### src/rtl/nvm_guard_pkg.sv
package nvm_guard_pkg;

  typedef enum logic [1:0] {
    OP_READ       = 2'd0,
    OP_WRITE      = 2'd1,
    OP_ROW_ERASE  = 2'd2,
    OP_BULK_ERASE = 2'd3
  } nvmOp_e;

  typedef enum logic [2:0] {
    ST_OK            = 3'd0,
    ST_READ_LOCKED   = 3'd1,
    ST_WRITE_LOCKED  = 3'd2,
    ST_ERASE_LOCKED  = 3'd3,
    ST_BAD_ADDR      = 3'd4,
    ST_NOT_PERMITTED = 3'd5
  } nvmStatus_e;

  typedef enum logic [1:0] {
    RG_NONE = 2'd0,
    RG_ID   = 2'd1,
    RG_CFG  = 2'd2,
    RG_DATA = 2'd3
  } nvmRegion_e;

  localparam int NUM_REGIONS = 3;

  // strobes handed from the policy logic to the response registers
  typedef struct packed {
    logic       grant;
    logic       clear;
    nvmStatus_e status;
  } ctrlStrobe_t;

endpackage

### src/rtl/nvm_range_match.sv
module nvm_range_match #(
  parameter int ADDR_W = 24,
  parameter logic [ADDR_W-1:0] BASE = '0,
  parameter int SIZE = 8
) (
  input  logic [ADDR_W-1:0] addr,
  output logic              hit,
  output logic [ADDR_W-1:0] offset
);
  localparam logic [ADDR_W:0] SIZE_W = (ADDR_W+1)'(SIZE);

  // a wrapped subtraction avoids overflow of base plus size at the top of the map
  always_comb begin
    offset = addr - BASE;
    hit    = ({1'b0, offset} < SIZE_W);
  end
endmodule

### src/rtl/nvm_region_decode.sv
module nvm_region_decode
  import nvm_guard_pkg::*;
#(
  parameter int ADDR_W = 24,
  parameter logic [ADDR_W-1:0] ID_BASE   = 24'h200000,
  parameter int                ID_SIZE   = 8,
  parameter logic [ADDR_W-1:0] CFG_BASE  = 24'h300000,
  parameter int                CFG_SIZE  = 16,
  parameter logic [ADDR_W-1:0] DATA_BASE = 24'hF00000,
  parameter int                DATA_SIZE = 256,
  parameter int                LOCK_WORD_OFFSET = 0
) (
  input  logic [ADDR_W-1:0] addr,
  output nvmRegion_e        region,
  output logic              lockWordHit
);
  logic [NUM_REGIONS-1:0] hits;
  logic [ADDR_W-1:0]      offsets [NUM_REGIONS];

  for (genvar g = 0; g < NUM_REGIONS; g++) begin : g_match
    localparam logic [ADDR_W-1:0] RBASE = (g == 0) ? ID_BASE  : (g == 1) ? CFG_BASE  : DATA_BASE;
    localparam int                RSIZE = (g == 0) ? ID_SIZE  : (g == 1) ? CFG_SIZE  : DATA_SIZE;
    nvm_range_match #(.ADDR_W(ADDR_W), .BASE(RBASE), .SIZE(RSIZE)) u_match (
      .addr  (addr),
      .hit   (hits[g]),
      .offset(offsets[g])
    );
  end

  always_comb begin
    region = RG_NONE;
    if (hits[0])      region = RG_ID;
    else if (hits[1]) region = RG_CFG;
    else if (hits[2]) region = RG_DATA;
    lockWordHit = hits[1] && !hits[0] && (offsets[1] == ADDR_W'(LOCK_WORD_OFFSET));
  end
endmodule

### src/rtl/nvm_guard_ctrl.sv
module nvm_guard_ctrl
  import nvm_guard_pkg::*;
(
  input  logic        reqExt,
  input  nvmOp_e      reqOp,
  input  nvmRegion_e  region,
  input  logic        lockWordHit,
  input  logic        lockDataAccess,
  input  logic        lockDataWrite,
  input  logic        lockCfgWrite,
  input  logic        lockCode,
  output ctrlStrobe_t strobe
);
  nvmStatus_e verdict;
  logic       regionProtected;

  always_comb begin
    unique case (region)
      RG_DATA: regionProtected = lockDataAccess | lockDataWrite;
      RG_CFG:  regionProtected = lockCfgWrite;
      RG_ID:   regionProtected = lockCode;
      default: regionProtected = 1'b0;
    endcase
  end

  always_comb begin
    verdict = ST_OK;
    if (region == RG_NONE) begin
      verdict = ST_BAD_ADDR;
    end else begin
      unique case (reqOp)
        OP_READ: begin
          if (region == RG_DATA && reqExt && lockDataAccess) verdict = ST_READ_LOCKED;
        end
        OP_WRITE: begin
          if (region == RG_DATA) begin
            if (lockDataWrite || (reqExt && lockDataAccess)) verdict = ST_WRITE_LOCKED;
          end else if (region == RG_CFG) begin
            if (!reqExt && lockWordHit) verdict = ST_NOT_PERMITTED;
            else if (lockCfgWrite)      verdict = ST_WRITE_LOCKED;
          end
        end
        OP_ROW_ERASE: begin
          if (regionProtected) verdict = ST_ERASE_LOCKED;
        end
        OP_BULK_ERASE: begin
          if (!reqExt) verdict = ST_NOT_PERMITTED;
        end
        default: verdict = ST_BAD_ADDR;
      endcase
    end
  end

  always_comb begin
    strobe.status = verdict;
    strobe.grant  = (verdict == ST_OK);
    strobe.clear  = (verdict == ST_OK) && (reqOp == OP_BULK_ERASE);
  end
endmodule

### src/rtl/nvm_guard_dp.sv
module nvm_guard_dp
  import nvm_guard_pkg::*;
(
  input  logic        clk,
  input  logic        rstN,
  input  logic        reqValid,
  input  ctrlStrobe_t strobe,
  output logic        respValid,
  output logic        respGrant,
  output nvmStatus_e  respStatus,
  output logic        clearProtect
);
  always_ff @(posedge clk) begin
    if (!rstN) begin
      respValid    <= 1'b0;
      respGrant    <= 1'b0;
      respStatus   <= ST_OK;
      clearProtect <= 1'b0;
    end else if (reqValid) begin
      respValid    <= 1'b1;
      respGrant    <= strobe.grant;
      respStatus   <= strobe.status;
      clearProtect <= strobe.clear;
    end else begin
      respValid    <= 1'b0;
      respGrant    <= 1'b0;
      respStatus   <= ST_OK;
      clearProtect <= 1'b0;
    end
  end
endmodule

### src/rtl/nvm_access_guard.sv
module nvm_access_guard
  import nvm_guard_pkg::*;
#(
  parameter int ADDR_W = 24,
  parameter logic [ADDR_W-1:0] ID_BASE   = 24'h200000,
  parameter int                ID_SIZE   = 8,
  parameter logic [ADDR_W-1:0] CFG_BASE  = 24'h300000,
  parameter int                CFG_SIZE  = 16,
  parameter logic [ADDR_W-1:0] DATA_BASE = 24'hF00000,
  parameter int                DATA_SIZE = 256,
  parameter int                LOCK_WORD_OFFSET = 0
) (
  input  logic              clk,
  input  logic              rstN,
  input  logic              reqValid,
  input  logic              reqExt,
  input  logic [1:0]        reqOp,
  input  logic [ADDR_W-1:0] reqAddr,
  input  logic              lockDataAccess,
  input  logic              lockDataWrite,
  input  logic              lockCfgWrite,
  input  logic              lockCode,
  output logic              respValid,
  output logic              respGrant,
  output logic [2:0]        respStatus,
  output logic              clearProtect
);
  nvmRegion_e  region;
  logic        lockWordHit;
  ctrlStrobe_t strobe;
  nvmStatus_e  statusQ;

  nvm_region_decode #(
    .ADDR_W(ADDR_W), .ID_BASE(ID_BASE), .ID_SIZE(ID_SIZE),
    .CFG_BASE(CFG_BASE), .CFG_SIZE(CFG_SIZE),
    .DATA_BASE(DATA_BASE), .DATA_SIZE(DATA_SIZE),
    .LOCK_WORD_OFFSET(LOCK_WORD_OFFSET)
  ) u_decode (
    .addr       (reqAddr),
    .region     (region),
    .lockWordHit(lockWordHit)
  );

  nvm_guard_ctrl u_ctrl (
    .reqExt        (reqExt),
    .reqOp         (nvmOp_e'(reqOp)),
    .region        (region),
    .lockWordHit   (lockWordHit),
    .lockDataAccess(lockDataAccess),
    .lockDataWrite (lockDataWrite),
    .lockCfgWrite  (lockCfgWrite),
    .lockCode      (lockCode),
    .strobe        (strobe)
  );

  nvm_guard_dp u_dp (
    .clk         (clk),
    .rstN        (rstN),
    .reqValid    (reqValid),
    .strobe      (strobe),
    .respValid   (respValid),
    .respGrant   (respGrant),
    .respStatus  (statusQ),
    .clearProtect(clearProtect)
  );

  assign respStatus = statusQ;
endmodule

### config.mk
export PLATFORM = sky130hd
export DESIGN_NAME = nvm_access_guard
export DESIGN_NICKNAME = d
export VERILOG_FILES = /design/src/rtl/nvm_guard_pkg.sv /design/src/rtl/nvm_range_match.sv /design/src/rtl/nvm_region_decode.sv /design/src/rtl/nvm_guard_ctrl.sv /design/src/rtl/nvm_guard_dp.sv /design/src/rtl/nvm_access_guard.sv
export SDC_FILE = /design/constraint.sdc
export NUM_CORES = 1
export LEC_CHECK = 0
export ABC_AREA = 1
export BUFFER_PORTS_ARGS = -buffer_cell sky130_fd_sc_hd__buf_2
export CORE_MARGIN = 2
export CORE_UTILIZATION = 38
export DETAILED_ROUTE_END_ITERATION = 6
export HOLD_SLACK_MARGIN = 0.1
export PLACE_DENSITY_LB_ADDON = 0.15
export RECOVER_POWER = 50
export SLEW_MARGIN = 0
export SYNTH_ARGS = -nofsm -noshare
export SYNTH_HDL_FRONTEND = slang
export SYNTH_SLANG_ARGS = --single-unit
### constraint.sdc
create_clock -name clk -period 1.5 [get_ports clk]
set_input_delay 0.3 -clock clk [delete_from_list [all_inputs] [get_ports clk]]
set_output_delay 0.3 -clock clk [all_outputs]
set_load 0.005 [all_outputs]
* Yosys cells after proc, flatten, opt, wreduce, memory -nomap -nowiden
Cells that the tools add are included.
** Storage, ports and cells
- Bits in registers :: 6
- Output and inout bits :: 6
- Word-level logic and storage cells :: 47
** Operators by class
- Mux-type cells :: 15
- Order comparisons :: 3
- Equal/unequal tests :: 6
- $add $sub $neg :: 3
- Reduce and logical (&&, ||, !) cells :: 15
- Bitwise operators :: 1
** Operators with widths (count)
- $sub 24x22->24 const B :: 2
- $logic_not 24->1 :: 1
- $lt 24x4->1 const B :: 1
- $lt 24x5->1 const B :: 1
- $lt 24x9->1 const B :: 1
- $sub 24x24->24 const B :: 1
- $mux 3 :: 5
- $mux 2 :: 6
- $pmux 3 s4 :: 1
- $eq 2x2->1 const B :: 4
- $logic_and 1x1->1 :: 7
- $eq 2x1->1 const B :: 2
- $logic_not 2->1 :: 2
- $logic_not 3->1 :: 1
- $pmux 1 s3 :: 1
- $logic_not 1->1 :: 2
- $mux 1 :: 2
- $reduce_and 2->1 :: 1
- $logic_or 1x1->1 :: 1
- $or 1x1->1 :: 1

* Logic depth before layout (Yosys ltp)
Gate-level depths: netlist of run 1.
- Depth after elaboration :: 13
- Depth in mapped cells :: 15
- Depth with buffers taken out :: 15

* Hierarchy
Synthesis of run 1 repeated with hierarchy kept, for this count alone.
** Second synthesis, totals
- Cells, all modules :: 237
- Area total of the unflattened synthesis :: 1333.8 µm²
** By module, submodules not included
- nvm_range_match at u_decode.g_match[1].u_match :: cells each 55, instances 1, sequential area each 0.0 µm², area an instance 307.8 µm²
- nvm_range_match at u_decode.g_match[0].u_match :: cells each 48, instances 1, sequential area each 0.0 µm², area an instance 285.3 µm²
- nvm_range_match at u_decode.g_match[2].u_match :: cells each 45, instances 1, sequential area each 0.0 µm², area an instance 274.0 µm²
- nvm_guard_ctrl :: cells each 42, instances 1, sequential area each 0.0 µm², area an instance 185.2 µm²
- nvm_guard_dp :: cells each 18, instances 1, sequential area each 120.1 µm², area an instance 167.7 µm²
- nvm_region_decode :: cells each 29, instances 1, sequential area each 0.0 µm², area an instance 113.9 µm²

* Worst setup path before layout of run 1
OpenSTA, ideal clock, no wires.
- Kind :: input -> register
- Start :: input reqAddr[22]
- End :: register u_dp.respGrant
- Arrival time :: 1465 ps
- Buffers on the path :: 0
- Stages :: 13
- Path slack :: -76 ps
- Required time :: 1389 ps
- Cell sequence :: inv_1 -> ha_1 -> inv_1 -> nor2_1 -> nand3_1 -> nor2_1 -> nand3_1 -> nand3_2 -> nand2_1 -> nor2_2 -> nor2_4 -> nand3_2 -> inv_1
** On the way
- Word-level cells in the longest chain between the ends :: 12
- Elaborated cells on any way between the ends :: 29
** Ends and longest elaborated chain
- start: declaration :: RTL line nvm_access_guard.sv:18 : input logic [ADDR_W-1:0] reqAddr,
- parallel branches: the longest is 10 deep, another holds $sub 24x24->24
- $mux 3 (*) :: RTL line nvm_guard_ctrl.sv:28 : if (region == RG_NONE) begin
- $logic_not 3->1 (*) :: RTL line nvm_guard_ctrl.sv:56 : strobe.grant = (verdict == ST_OK);
- end signal: assignment :: RTL line nvm_guard_dp.sv:21 : respGrant <= strobe.grant;
- end: declaration :: RTL line nvm_guard_dp.sv:9 : output logic respGrant,
Every way passes the cells marked *.
A chain may end at the register's enable or synchronous reset.

* Final worst setup path of run 1
- Start :: input reqAddr[21]
- End :: register u_dp.respGrant
The elaborated chain is that of the path after synthesis.

==> reports/summary.txt, run 1 <==
category of the worst setup path launch point - primary input
synthesized instance count - 116
met2 layer wire length in the routed design - 1050 um
Sw Pwr - 133 uW
Pleak - 0.620 nW
kind of critical path - primary input to flip-flop
clock buffer count from CTS - 3
pin count of the biggest net entering global routing - 6
via count of the first global-routing pass - 751
slowest cell on the critical path - ha_4
net count reported at finish - 204
cell internal pwr - 329 uW
number of buffer and inverter stages on the critical path - 4
clock transition time at the flip-flop clock pins of the worst setup and hold paths - 0.04 ns
multiplexer area fraction after synthesis - 0
diode insertion count for antenna repair - 0
worst slew margin relative to its limit - 0.774
number of synthesis warnings - 0
peak fanout along the critical path - 5
part of the power in registers - 0.354
sw frac - 0.287
main combinational cell family by area after synthesis - simple AND/OR/NAND/NOR gates
area growth from synthesis to layout - 69.2%
die width - 46.5 um
floorplan core area - 1710 um2
Starting DRT DRC Count - 15
maximum clock rate - 0.662 GHz
RePlAce Congestion - 0.747
cell with the most instances on the worst path - nand3_2
global routing usage summed across all routing layers - 0.174
reported max-cap violation count - 0
global-route wire length before repair - 2790 um
outcome - complete, but fails checks
number of antenna violations at the first check in global routing - 0
H-tree level count - 1
boundary pin count - 40
via count - 853
number of cell rows - 15
Fin. Hold Viols - 0
part of the cycle the worst path needs - 1.01
wire length on met3 - 109 um
detailed-route wire length per cell - 10.1 um
first-pass iteration count of the detailed router - 4
Setup TNS Final - -0.0194 ns
slew at the pin closest to its max-slew limit - 0.338 ns
biggest cell delay along the critical path - 0.24 ns
wire length on met1 - 726 um
initial core utilization - 0.401
Finished Core Util - 0.679
residual DRC count - 0
share of the yosys chip area belonging to registers - 0.175
#FFs+latches synth - 6
crit-path cells - buf_8 > inv_6 > ha_4 > inv_2 > nor2_2 > nand3_2 > nor2_4 > nand3_4 > nand3_4 > nand3_2 > nand2_2 > nand2_2 > nand3_2 > inv_1
portion of total power attributed to the clock network - 0.298
share of layout cells above drive strength 1 - 0.539
adder-cell area share of the yosys netlist - 0.0547
worst min path class - primary input to flip-flop
total count of max-transition violations in the final report - 0
cell area after synthesis - 686 um2
post-layout worst setup margin - -0.0117 ns
HPWL reported at the end of detailed placement - 1430 um
sort of element at the end of the critical path - flip-flop
pwr dens - 398 nW/um2
xor/xnor share of the synthesized area - 0
total of buffers placed on input and output ports - 39
total of hold buffers inserted after clock tree synthesis - 0
share of power burned in combinational logic - 0.347
residual antenna-violating net count after detailed routing - 0
number of distinct standard cells referenced by the synthesized netlist - 17
count of endpoints failing setup in the final report - 2
simple-gate share of the synthesized area - 0.599
sinks on the clock net - 6
synthesized netlist net count - 153
y dimension of the die - 46.5 um
post-layout min period - 1.51 ns
Avg Cell Area, Syn - 5.91 um2
kind of cell adding the most delay to the critical path - simple AND/OR/NAND/NOR gates
Clock Root Buffer - clkbuf_4
violations in the final reports - setup timing
Die Footprint - 2160 um2
highest metal layer used by the detailed router - met4
VDD IR max - 0.000191 V
required time of the critical path - 1.63 ns
vias per cell - 4.49
clock tree from TritonCTS - yes
worst-case clock buffer depth - 2
setup repair after global routing missed its margin - yes
final routed wirelength across all metal layers - 1920 um
post-synthesis compound-gate area fraction - 0.0237
residual overflow from global routing - 0
data arrival at the endpoint of the critical path - 1.64 ns
[Yosys cell counts]
cell type	number	area [um2]
inv_2	3	11.3
nand3_2	2	20.0
dfxtp_1	6	120
nand2_2	5	31.3
nor3b_1	1	7.51
a31oi_1	1	6.26
nor2_2	8	50.1
nand2_1	21	78.8
nand4_1	3	18.8
nand3_1	11	55.1
nor2_1	21	78.8
ha_1	3	37.5
inv_1	24	90.1
nand3b_4	1	20.0
nor2_4	3	33.8
nor3_4	1	16.3
a21oi_1	2	10.0
[layer usage]
metal	up-vias	global-route usage
met5	-	0
met4	0	0.0343
met3	4	0.0196
met1	361	0.186
li1	455	-
met2	33	0.353
[power by group through the flow]
stage | Clock, mW | Sequential, mW | Combinational [mW]
after CTS | 0.142 | 0.164 | 0.146
after floorplan | 0 | 0.167 | 0.0625
after detailed placement | 0 | 0.166 | 0.137
after global placement | 0 | 0.166 | 0.133
after global routing | 0.151 | 0.163 | 0.178
final | 0.138 | 0.164 | 0.160
[final timing paths]
| path | from | end | cells past startpoint |
|---|---|---|---|
| setup / recovery | reqAddr[21] | u_dp.respGrant | 14 |
| hold / removal | reqOp[1] | u_dp.clearProtect | 3 |
[layout make-up]
type,instances,area (um2)
Clock buffer,3,22.5
Fill cell,166,548
Inverter,27,121
Multi-Input combinational cell,83,591
Sequential cell,6,120
Tap cell,25,31.3
Timing Repair Buffer,46,274
[state kept, by name, summed over array words and instances, names as in the netlist]
name	flops
u_dp.clearProtect	1
u_dp.respValid	1
u_dp.respStatus	3
u_dp.respGrant	1
[cell families (layout without fill, tap and decap cells)]
| kind of cell | count (synthesis) | count (layout) |
|---|---|---|
| AND/OR/NAND/NOR | 77 | 77 |
| adder cells (fa/ha/maj) | 3 | 3 |
| flip-flops | 6 | 6 |
| buffers and inverters | 27 | 76 |
| AO/OA/AOI/OAI | 3 | 3 |
[per-stage QoR]
stage	cell area (um2)	cells	setup slack (ns)	hold WS, ns	total power [mW]
after floorplan	716	116	-0.0309	0.448	0.229
after global placement	972	184	-0.308	0.601	0.299
after detailed placement	972	184	-0.379	0.607	0.303
after CTS	1060	188	-0.0237	0.361	0.452
after global routing	1160	190	-0.0971	0.396	0.493
final	1160	190	-0.0117	0.375	0.462
[layout by cell type, fill, tap and decap left out, drive strengths merged]
cell	n
buf	44
nand3	13
a31oi	1
nand3b	1
ha	3
inv	27
a21oi	2
nor3b	1
nand2	26
clkbuf	5
nor2	32
nor3	1
nand4	3
dfxtp	6
[timing repair]
item,in CTS,in global routing
setup buffers,1,2
pin swaps,7,15
gates resized for setup,15,18
endpoints found under the setup margin,4,4
(Power assumes the default switching activity.)
==> inputs of run 2 (changes only) <==
Settings changed: ABC_AREA 1 to default, CORE_UTILIZATION 38 to 33.
==> run 2 against run 1 <==
  * Final cell count down 29%
  * The flow still finishes with violations (setup timing)
  * Largest power group unchanged
  * Hold slack got worse by 0.036 ns
  * Non-clock buffer count increased by 11
  * Sequential power about the same
==> reports/summary.txt, run 2 <==
outcome - complete, but fails checks
violations in the final reports - setup timing
flip-flop count of the largest register after layout - 3
number of flops mapped to enable cells by yosys - 0
slowest cell on the critical path - or4_4
number of distinct standard cells referenced by the synthesized netlist - 34
maximum clock rate - 0.531 GHz
clock transition time at the flip-flop clock pins of the worst setup and hold paths - 0.04 ns
final routed wirelength across all metal layers - 1500 um
part of the cycle the worst path needs - 1.26
count of cells along the worst hold path - 2
share of flip-flops with an asynchronous set or reset after synthesis - 0
die width - 42.6 um
Critical path origin - reqAddr[7]
number of standard cells in the final layout excluding fillers - 134
number of synthesis warnings - 0
summed area of non-filler cells in the final layout - 953 um2
boundary pin count - 40
worst slew margin relative to its limit - 0.792
synthesized netlist net count - 96
number of buffer and inverter stages on the critical path - 1
most instantiated library cell after synthesis - dfxtp_1
post-layout worst setup margin - -0.383 ns
Avg Cell Area, Syn - 8.33 um2
most common cell after layout, fill and taps aside - buf_2
vias per cell - 5.13
Setup TNS Final - -1.69 ns
via count of the first global-routing pass - 619
diode insertion count for antenna repair - 0
residual overflow from global routing - 0
peak fanout along the critical path - 3
total stage count of the critical path - 7
total count of max-transition violations in the final report - 0
Inst Count DP - 129
sinks on the clock net - 6
y dimension of the die - 42.6 um
share of layout cells above drive strength 1 - 0.689
setup repair after global routing missed its margin - yes
Die Footprint - 1810 um2
Fin. Hold Viols - 0
crit-path cells - buf_6 > or4_4 > or4_4 > mux2i_1 > o221a_2 > nand2_2 > nor2_1
biggest cell delay along the critical path - 0.55 ns
synthesized instance count - 59
Synth area leaders - dfxtp_1 (24%), ha_1 (7.6%), nor4_1 (5.1%)
data arrival at the endpoint of the critical path - 2.02 ns
number of antenna violations at the first check in global routing - 0
net count reported at finish - 158
area growth from synthesis to layout - 93.9%
residual antenna-violating net count after detailed routing - 0
most used routing layer in global routing - met2
grt met3 use - 0.0129
area leader, netlist - dfxtp_1
count of endpoints failing setup in the final report - 5
kind of critical path - primary input to flip-flop
kind of cell adding the most delay to the critical path - simple AND/OR/NAND/NOR gates
top library cells by usage in the layout, fill and taps aside - buf_2 (36), buf_4 (17), dfxtp_1 (6)
total of buffers placed on input and output ports - 39
top cell types by occurrence after synthesis - dfxtp_1 (6), nand2_1 (5), nor2_1 (4), nor4_1 (4)
multi-input logic area - 425 um2
VDD IR max - 0.000201 V
global-route track usage on met2 - 0.292
#FFs+latches synth - 6
HP Start - reqValid
clock tree from TritonCTS - yes
HPWL reported at the end of detailed placement - 1200 um
share of the yosys chip area belonging to registers - 0.244
worst min path class - primary input to flip-flop
instance area after placement - 838 um2
worst-case clock buffer depth - 2
first-pass iteration count of the detailed router - 6
floorplan core area - 1350 um2
initial core utilization - 0.364
clock buffer count from CTS - 3
area share of the largest cell type after synthesis - 0.244
reported max-cap violation count - 0
cell with the most instances on the worst path - or4_4
category of the worst setup path launch point - primary input
grt met1 use - 0.177
Starting DRT DRC Count - 11
Top reg by flops - u_dp.respStatus
pin count of the biggest net entering global routing - 6
via count - 688
count of fill cells added during filler insertion - 116
global routing usage summed across all routing layers - 0.160
detailed-route wire length per cell - 11.2 um
Reg area - 120 um2
number of cell rows - 13
top_reg_cell synth - dfxtp_1
sort of element at the end of the critical path - flip-flop
Pleak - 0.467 nW
pwr dens - 482 nW/um2
Clock Root Buffer - clkbuf_4
global-route wire length before repair - 2240 um
H-tree level count - 1
residual DRC count - 0
post-layout min period - 1.88 ns
slew at the pin closest to its max-slew limit - 0.308 ns
cell area after synthesis - 492 um2
required time of the critical path - 1.64 ns
RePlAce Congestion - 0.811
total of hold buffers inserted after clock tree synthesis - 0
Total Power - 459 uW
==> run 2: cell types whose count changed after synthesis, moves of 3 or more <==
cell | previous run | this run
nor2_4 | 3 | 0
nor2_1 | 21 | 4
nand2_1 | 21 | 5
nand2_2 | 5 | 1
inv_1 | 24 | 3
inv_2 | 3 | 0
nor4_1 | 0 | 4
nand3_1 | 11 | 2
nor2_2 | 8 | 0
==> run 2: stage by stage <==
| stage | setup slack [ns] | hold WS (ns) | utilization |
|---|---|---|---|
| floorplan | -0.486 | 0.437 | - |
| global placement | -0.618 | 0.576 | 0.621 |
| detailed placement | -0.642 | 0.581 | 0.621 |
| CTS | -0.379 | 0.331 | 0.642 |
| global route | -0.458 | 0.355 | 0.706 |
| finish | -0.383 | 0.339 | 0.706 |
==> run 2: timing repair <==
item	CTS	global route
endpoints found under the setup margin	5	5
hold endpoints to repair	0	0
pin swaps	0	9
resized for setup	1	15
setup buffers	0	2
==> run 2: logic make-up (layout without fill, tap and decap cells) <==
group / Yosys count / in the layout / synth area share
XOR/XNOR: 3 / 3 / 0.0534
adder cells (fa/ha/maj): 3 / 3 / 0.0763
buffers and inverters: 3 / 63 / 0.0229
flip-flops: 6 / 6 / 0.244
multiplexers: 1 / 1 / 0.0204
AO/OA/AOI/OAI: 10 / 10 / 0.163
AND/OR/NAND/NOR: 33 / 33 / 0.420
==> run 2: routing by layer <==
layer / up-vias / wire length [um]
li1: 345 / -
met4: 0 / 36
met5: - / 0
met1: 308 / 582
met2: 30 / 796
met3: 5 / 82
==> run 2: cell type report <==
| type | count | share of cell area |
|---|---|---|
| flip-flops and latches | 6 | 0.126 |
| clock buffers | 3 | 0.0236 |
| repair buffers | 57 | 0.370 |
| well taps | 15 | 0.0197 |
| inverters | 3 | 0.0144 |
| multi-input cells | 50 | 0.446 |
==> run 2: final timing paths <==
kind                                 to  slack, ns
worst max-delay path  u_dp.clearProtect      -0.38
worst min-delay path     u_dp.respValid       0.34
==> run 2: report_power, final <==
part	switching [mW]	leakage, nW	total (mW)	internal, mW
logic	0.0592	0.404	0.146	0.0869
registers	0.000455	0.0489	0.163	0.163
clock network	0.0594	0.0138	0.150	0.0906
==> inputs of run 3 (changes only) <==
Settings changed: CORE_UTILIZATION 33 to 37, MAX_ROUTING_LAYER from default to met4.
Clock period 1.5 ns to 1.76 ns, I/O delays scaled along.
==> run 3 against run 2 <==
  * Sequential cell count is the same
  * Hold slack improved by 0.050 ns
  * Critical endpoint unchanged
  * Die area decreased by 9.8%
  * Utilization is 0.50 points lower
  * Non-clock buffer count decreased by 4
  * Wire length shrank 16%
  * Combinational power decreased by 23%
  * Global-route usage increased by 3.0 points
  * The run still ends with setup timing left
  * Largest power group unchanged
  * Design area shrank 6.7%
  * First-iteration DRC count rose by 91%
  * Via count decreased by 7.0%
  * Critical path depth unchanged
==> reports/summary.txt, run 3 (synthesis results as in run 2) <==
sinks on the clock net - 6
pwr dens - 420 nW/um2
final routed wirelength across all metal layers - 1260 um
setup repair after global routing missed its margin - yes
number of cell rows - 13
outcome - complete, but fails checks
Clock Root Buffer - clkbuf_4
RePlAce Congestion - 0.944
residual DRC count - 0
cell internal pwr - 283 uW
Top reg by flops - u_dp.respStatus
worst hold slack - 0.390 ns
slew at the pin closest to its max-slew limit - 0.374 ns
most common cell after layout, fill and taps aside - buf_2
residual antenna-violating net count after detailed routing - 0
Sw Pwr - 91.5 uW
Pleak - 0.434 nW
number of standard cells in the final layout excluding fillers - 130
category of the worst setup path launch point - primary input
net count reported at finish - 154
area growth from synthesis to layout - 80.9%
part of the cycle the worst path needs - 1.09
total count of max-transition violations in the final report - 0
floorplan core area - 1270 um2
via count - 640
count of endpoints failing setup in the final report - 5
worst-case clock buffer depth - 2
clock buffer count from CTS - 3
maximum clock rate - 0.523 GHz
Finished Core Util - 0.701
H-tree level count - 1
residual overflow from global routing - 0
global routing usage summed across all routing layers - 0.190
reported max-cap violation count - 0
die width - 40.5 um
instance area after placement - 808 um2
clock tree from TritonCTS - yes
worst slew margin relative to its limit - 0.747
sw frac - 0.245
y dimension of the die - 40.5 um
detailed-route wire length per cell - 9.70 um
portion of total power attributed to the clock network - 0.328
Inst Count DP - 125
top library cells by usage in the layout, fill and taps aside - buf_2 (36), buf_4 (13), dfxtp_1 (6)
initial core utilization - 0.388
part of the power in registers - 0.372
kind of critical path - primary input to flip-flop
vias per cell - 4.92
Total Power - 374 uW
post-layout min period - 1.91 ns
diode insertion count for antenna repair - 0
Setup TNS Final - -0.508 ns
via count of the first global-routing pass - 557
post-layout worst setup margin - -0.152 ns
clock transition time at the flip-flop clock pins of the worst setup and hold paths - 0.04 ns
peak fanout along the critical path - 3
total of buffers placed on input and output ports - 39
summed area of non-filler cells in the final layout - 890 um2
sort of element at the end of the critical path - flip-flop
HPWL reported at the end of detailed placement - 1070 um
Starting DRT DRC Count - 21
required time of the critical path - 1.90 ns
data arrival at the endpoint of the critical path - 2.05 ns
share of power burned in combinational logic - 0.299
share of layout cells above drive strength 1 - 0.617
number of antenna violations at the first check in global routing - 0
Die Footprint - 1640 um2
Fin. Hold Viols - 0
first-pass iteration count of the detailed router - 4
violations in the final reports - setup timing
placement-stage worst setup slack - -0.433 ns
global-route wire length before repair - 2050 um
flip-flop count of the largest register after layout - 3
pin count of the biggest net entering global routing - 6
VDD IR max - 0.000174 V
boundary pin count - 40
worst min path class - primary input to flip-flop
-- run 3: cell count changes in the layout (fill, tap and decap cells not counted), sizes merged --
cell  before  now
buf       57   53
-- run 3: repair_timing --
action	in CTS	in global routing
cloned	0	0
hold buffers	0	0
buffers inserted	2	0
setup endpoints to repair	5	5
pin swaps	6	0
resized for setup	8	1
-- run 3: area by class of cell --
class | instances | area, um2
fillers | 118 | 379
clock buffers | 3 | 22.5
repair buffers | 53 | 327
flip-flops and latches | 6 | 120
well taps | 15 | 18.8
inverters | 3 | 13.8
multi-input cells | 50 | 388
-- run 3: layer usage --
metal	GRT usage	up-vias	part of all wire	wire length, um
li1	-	337	-	-
met4	0.133	0	0	0
met3	0.00556	0	0.060	76
met2	0.313	24	0.53	669
met5	-	-	0	0
met1	0.219	279	0.41	515
-- run 3: worst paths after layout --
| kind | from | to | slack, ns | depth (start not counted) |
|---|---|---|---|---|
| worst max-delay path | reqAddr[7] | u_dp.clearProtect | -0.15 | 7 |
| worst min-delay path | reqOp[1] | u_dp.clearProtect | 0.39 | 3 |
-- run 3: worst max-delay path, cell delays in order --
cell and delay [ns]:
buf_6 0.09, or4_4 0.54, or4_4 0.52, mux2i_1 0.13
o221a_2 0.29, nand2_2 0.08, nor2_1 0.04
-- run 3: power groups by stage --
stage                     Clock, mW  Combinational [mW]  Sequential, mW
after CTS                     0.129               0.112           0.139
after floorplan                   0              0.0371           0.142
after global placement            0               0.101           0.142
final                         0.123               0.112           0.139
after global routing          0.135               0.126           0.139
after detailed placement          0               0.103           0.142
